## src/rtl/rxf_pkg.sv

```systemverilog
package rxf_pkg;
  typedef enum logic [1:0] {
    ACT_IDLE = 2'd0,
    ACT_PASS = 2'd1,
    ACT_DROP = 2'd2,
    ACT_SKIP = 2'd3
  } cell_act_e;

  typedef struct packed {
    logic seq;
    logic bip;
  } drop_why_t;

  localparam int NUM_CAUSES = 2;
endpackage

```

## src/rtl/rxf_admit.sv

```systemverilog
module rxf_admit
  import rxf_pkg::*;
(
  input  logic      bip_err,
  input  logic      seq_err,
  input  logic      bip_inh,
  input  logic      seq_inh,
  input  logic      rx_dis,
  output cell_act_e act,
  output drop_why_t why
);
  always_comb begin
    why     = '0;
    why.bip = bip_err & ~bip_inh & ~rx_dis;
    why.seq = seq_err & ~seq_inh & ~rx_dis;
    if (rx_dis)
      act = ACT_SKIP;
    else if (why.bip | why.seq)
      act = ACT_DROP;
    else
      act = ACT_PASS;
  end
endmodule

```

## src/rtl/rxf_sat_cnt.sv

```systemverilog
module rxf_sat_cnt #(
  parameter int W = 16
) (
  input  logic         clk,
  input  logic         rst,
  input  logic         inc,
  output logic [W-1:0] count
);
  localparam logic [W-1:0] TOP = '1;

  always_ff @(posedge clk) begin
    if (rst)
      count <= '0;
    else if (inc && count != TOP)
      count <= count + 1'b1;
  end
endmodule

```

## src/rtl/rx_cell_filter.sv

```systemverilog
module rx_cell_filter
  import rxf_pkg::*;
#(
  parameter int DATA_W = 32,
  parameter int CNT_W  = 16
) (
  input  logic              clk,
  input  logic              rst,
  input  logic              in_valid,
  input  logic              in_sop,
  input  logic              in_eop,
  input  logic [DATA_W-1:0] in_data,
  input  logic              in_bip_err,
  input  logic              in_seq_err,
  input  logic              ctl_bip_inh,
  input  logic              ctl_seq_inh,
  input  logic              ctl_rx_dis,
  output logic              out_valid,
  output logic              out_sop,
  output logic              out_eop,
  output logic [DATA_W-1:0] out_data,
  output logic              drop_pulse,
  output logic [1:0]        drop_cause,
  output logic [CNT_W-1:0]  bip_drop_cnt,
  output logic [CNT_W-1:0]  seq_drop_cnt
);
  cell_act_e adm_act, act_q, beat_act;
  drop_why_t adm_why, why_q, beat_why;
  logic      in_cell;
  logic      start;
  logic      cell_end;
  logic [NUM_CAUSES-1:0]            cnt_inc;
  logic [NUM_CAUSES-1:0][CNT_W-1:0] cnt_val;

  rxf_admit u_admit (
    .bip_err (in_bip_err),
    .seq_err (in_seq_err),
    .bip_inh (ctl_bip_inh),
    .seq_inh (ctl_seq_inh),
    .rx_dis  (ctl_rx_dis),
    .act     (adm_act),
    .why     (adm_why)
  );

  assign start    = in_valid & in_sop;
  assign cell_end = in_valid & in_eop;

  // Decision for the current word: fresh at a cell start, held otherwise.
  always_comb begin
    if (start) begin
      beat_act = adm_act;
      beat_why = adm_why;
    end else if (in_cell) begin
      beat_act = act_q;
      beat_why = why_q;
    end else begin
      beat_act = ACT_SKIP;
      beat_why = '0;
    end
  end

  always_ff @(posedge clk) begin
    if (rst) begin
      in_cell <= 1'b0;
      act_q   <= ACT_IDLE;
      why_q   <= '0;
    end else if (in_valid) begin
      if (start) begin
        act_q <= adm_act;
        why_q <= adm_why;
      end
      if (in_eop)
        in_cell <= 1'b0;
      else if (start)
        in_cell <= 1'b1;
    end
  end

  always_ff @(posedge clk) begin
    if (rst) begin
      out_valid  <= 1'b0;
      out_sop    <= 1'b0;
      out_eop    <= 1'b0;
      out_data   <= '0;
      drop_pulse <= 1'b0;
      drop_cause <= '0;
    end else begin
      out_valid  <= in_valid & (beat_act == ACT_PASS);
      out_sop    <= in_valid & (beat_act == ACT_PASS) & in_sop;
      out_eop    <= in_valid & (beat_act == ACT_PASS) & in_eop;
      if (in_valid && beat_act == ACT_PASS)
        out_data <= in_data;
      drop_pulse <= cell_end & (beat_act == ACT_DROP);
      drop_cause <= (cell_end && beat_act == ACT_DROP) ? beat_why : 2'b00;
    end
  end

  assign cnt_inc[0] = cell_end & (beat_act == ACT_DROP) & beat_why.bip;
  assign cnt_inc[1] = cell_end & (beat_act == ACT_DROP) & beat_why.seq;

  for (genvar g = 0; g < NUM_CAUSES; g++) begin : g_cnt
    rxf_sat_cnt #(.W(CNT_W)) u_cnt (
      .clk   (clk),
      .rst   (rst),
      .inc   (cnt_inc[g]),
      .count (cnt_val[g])
    );
  end

  assign bip_drop_cnt = cnt_val[0];
  assign seq_drop_cnt = cnt_val[1];
endmodule

```

## config.mk

```make
export PLATFORM = sky130hd
export DESIGN_NAME = rx_cell_filter
export DESIGN_NICKNAME = d
export VERILOG_FILES = /design/src/rtl/rxf_pkg.sv /design/src/rtl/rxf_admit.sv /design/src/rtl/rxf_sat_cnt.sv /design/src/rtl/rx_cell_filter.sv
export SDC_FILE = /design/constraint.sdc
export NUM_CORES = 1
export LEC_CHECK = 0
export ABC_CLOCK_PERIOD_IN_PS = 2400
export CAP_MARGIN = 25
export CORE_MARGIN = 4
export CORE_UTILIZATION = 42
export CTS_CLUSTER_SIZE = 24
export DETAILED_ROUTE_END_ITERATION = 7
export GPL_TIMING_DRIVEN = 0
export PLACE_DENSITY = 0.74
export SKIP_CTS_REPAIR_TIMING = 1
export SLEW_MARGIN = 20
export SYNTH_ARGS = -nofsm -noshare
export SYNTH_HDL_FRONTEND = slang
export SYNTH_HIERARCHICAL = 1
export SYNTH_SLANG_ARGS = --single-unit
```

## constraint.sdc

```tcl
create_clock -name clk -period 2.4 [get_ports clk]
set_input_delay 0.36 -clock clk [delete_from_list [all_inputs] [get_ports clk]]
set_output_delay 0.36 -clock clk [all_outputs]
set_load 0.02 [all_outputs]
```

==> summary.md <==
| Metric | Value |
|---|---|
| Status | complete, no violations |
| Nets | 557 |
| Worst Hold Depth | 2 |
| CTS tree | done |
| RSZ-0062 raised after global routing | no |
| Crit end category | flop |
| Max incr delay on CP | 480 ps |
| Syn_area_per_cell | 9.28 um2 |
| CTS Buf Count | 9 |
| WL/cell | 14.6 um |
| WP data arrival | 2520 ps |
| # Max-Cap Violations | 0 |
| Largest net degree at the start of global routing | 13 |
| Hold Crit Class | input pin to flop |
| Unique masters post-synth | 39 |
| Crit share post-route | 93.5% |
| H-tree levels | 3 |
| Initial antenna violation count | 0 |
| CP Data Required Time | 2680 ps |
| Clock root cell | clkbuf_8 |
| First-pass GRT wire length | 14.5 mm |
| Post-Syn Area | 0.00362 mm2 |
| Leading cell type in the layout, fill and taps excluded | clkdlybuf4s50_1 |
| Setup violations, final | 0 |
| Chip width | 101 um |
| F_max | 0.445 GHz |
| CP startpoint | ctl_bip_inh |
| Endpoints failing hold | 0 |
| Final Util | 62.9% |
| Main synth FF type | dfxtp_1 |
| WS Path Type | input pin to flop |
| Clk_skew | 15.8 ps |
| Worst-path cell chain | dlymetal6s2s_1 -> nand2b_4 -> a21o_1 -> nor2b_1 -> a21oi_1 -> or3_4 -> a21oi_4 -> nand2_1 -> buf_4 -> or4_4 -> a21oi_2 |
| PortBufs | 108 |
| Core Box Area | 0.00830 mm2 |
| Area grow syn2layout | 44.3% |
| Leak | 1.78 nW |
| Peak VDD IR | 272 uV |
| Gr usage total | 17.4% |
| Post-route DRC | 0 |
| Starting density of the core | 43.6% |
| Final HPWL DP | 6.52 mm |
| Slew @ Worst Pin | 536 ps |
| Top Ports | 112 |
| GP Congestion | 0.832 |
| Most frequent cells in the layout | clkdlybuf4s50_1, dfxtp_1, nand2b_1 |
| TritonCTS Sinks | 75 |
| EDFF count, synth | 0 |
| Normalized max-slew margin | 64.0% |
| # rows | 33 |
| Iter 0 DRT Violations | 70 |
| Max Slew Vio Count | 0 |
| First-pass detailed-route iteration total | 4 |
| Clk_lat worst skew | 350 ps |
| Antenna Nets Post-Route | 0 |
| Via count | 3270 |
| Remaining global-route overflow | 0 |
| Syn_nets | 434 |
| Max Fanout on Critical Path | 10 |
| Asr flop ratio synth | 0% |
| Routed WL | 9.11 mm |
| Share of cells above drive strength 1 | 11.4% |
| Pwr dens | 490 mW/mm2 |
| Seq/Total Area, Yosys | 41.5% |
| Mapped Cells | 390 |
| FF+latch count, synth | 75 |
| Clock-pin slew on the worst setup and hold paths | 80 ps |
| Reg-to-Reg Start | in_cell$_SDFFE_PP0P_ |
| Period minus WS final | 2240 ps |
| CP max stage cell | or4_4 |
| Startpoint Class | input pin |
| Die height | 101 um |
| Clk buf depth | 2 |
| Ys Warns | 6 |
| Vias per cell | 5.25 |
| Vias in the first global route | 3082 |
| Hold Slack | 248 ps |
| # fillers | 732 |
| Hold Path Origin | in_valid |
| R2R cell count | 7 |
| Die area | 0.0102 mm2 |
| # diodes | 0 |
[cell type report]
| class | instances | area, um2 | share of cell area (%) |
|---|---|---|---|
| Inverter | 6 | 22.5 | 0.431 |
| Sequential cell | 75 | 1500 | 28.7 |
| Buffer | 22 | 164 | 3.14 |
| Clock buffer | 13 | 169 | 3.23 |
| Clock inverter | 3 | 45.0 | 0.862 |
| Tap cell | 105 | 131 | 2.52 |
| Timing Repair Buffer | 112 | 1130 | 21.6 |
| Multi-Input combinational cell | 287 | 2060 | 39.5 |
[cell usage after synthesis, types with 7 or more instances]
master | instances | area share, %
nor2_1 | 16 | 1.7
o31ai_1 | 12 | 2.5
or3_1 | 7 | 1.2
a21oi_1 | 28 | 3.9
nand2_1 | 17 | 1.8
nor3_1 | 8 | 1.1
mux2i_1 | 35 | 9.7
or4_1 | 14 | 2.9
dfxtp_1 | 75 | 41
o21ai_0 | 8 | 1.1
clkbuf_1 | 12 | 1.2
nand3_1 | 18 | 2.5
nand2b_1 | 67 | 12
nor2b_1 | 8 | 1.4
[critical path: cells and delay by family]
kind | cells | cell delay [ps]
and+or+nand+nor | 5 | 1280
buffers and inverters | 2 | 300
AOI/OAI and AO/OA | 4 | 570
[registers in the layout (all words and copies together) (netlist names)]
register           cells
act_q                  2
drop_cause             2
drop_pulse             1
g_cnt.u_cnt/count     32
in_cell                1
out_data              32
out_eop                1
out_sop                1
out_valid              1
why_q                  2
[power breakdown]
part | internal, W | leakage, nW | total, W | switching (W)
Clock | 0.000567 | 0.102 | 0.00102 | 0.000457
Combinational | 0.000148 | 1.07 | 0.000258 | 0.000110
Sequential | 0.00127 | 0.606 | 0.00128 | 0.0000115
Total | 0.00198 | 1.78 | 0.00256 | 0.000579
[per-layer routing]
| metal | global-route usage [%] | wire (um) |
|---|---|---|
| met1 | 23.7 | 4260 |
| met3 | 2.98 | 495 |
| met4 | 7.05 | 139 |
| met5 | 0 | 0 |
| met2 | 27.2 | 4220 |
[cells by family (layout without fill, tap and decap cells)]
logic type | count (synthesis) | count (layout) | share of synthesized area, %
buf+inv | 28 | 156 | 4.84
simple gates | 188 | 188 | 32.5
xor+xnor | 4 | 4 | 0.968
compound gates | 56 | 56 | 9.26
mux | 37 | 37 | 10.3
fa+ha+maj | 2 | 2 | 0.691
flops | 75 | 75 | 41.5
[path summary, 6_finish.rpt]
path                                                              end  slack, ps
worst min-delay path                             in_cell$_SDFFE_PP0P_        250
worst min register to register                  act_q[1]$_SDFFE_PP0P_        450
worst max register to register  g_cnt[0].u_cnt/count[13]$_SDFFE_PP0P_        250
worst max-delay path            g_cnt[0].u_cnt/count[13]$_SDFFE_PP0P_        160
[per-stage QoR]
step | TNS [ps] | instance area, um2 | instances | total power (W) | worst slack [ps]
after floorplan | -671 | 3620 | 390 | 0.00144 | -81.0
after global placement | -19600 | 4830 | 603 | 0.00156 | -854
after detailed placement | -20650 | 4830 | 603 | 0.00156 | -887
after CTS | -9400 | 5050 | 619 | 0.00259 | -521
after global routing | 0 | 5220 | 623 | 0.00267 | 76.6
final | 0 | 5220 | 623 | 0.00256 | 155
No activity file was read; power rests on OpenSTA's default activity.
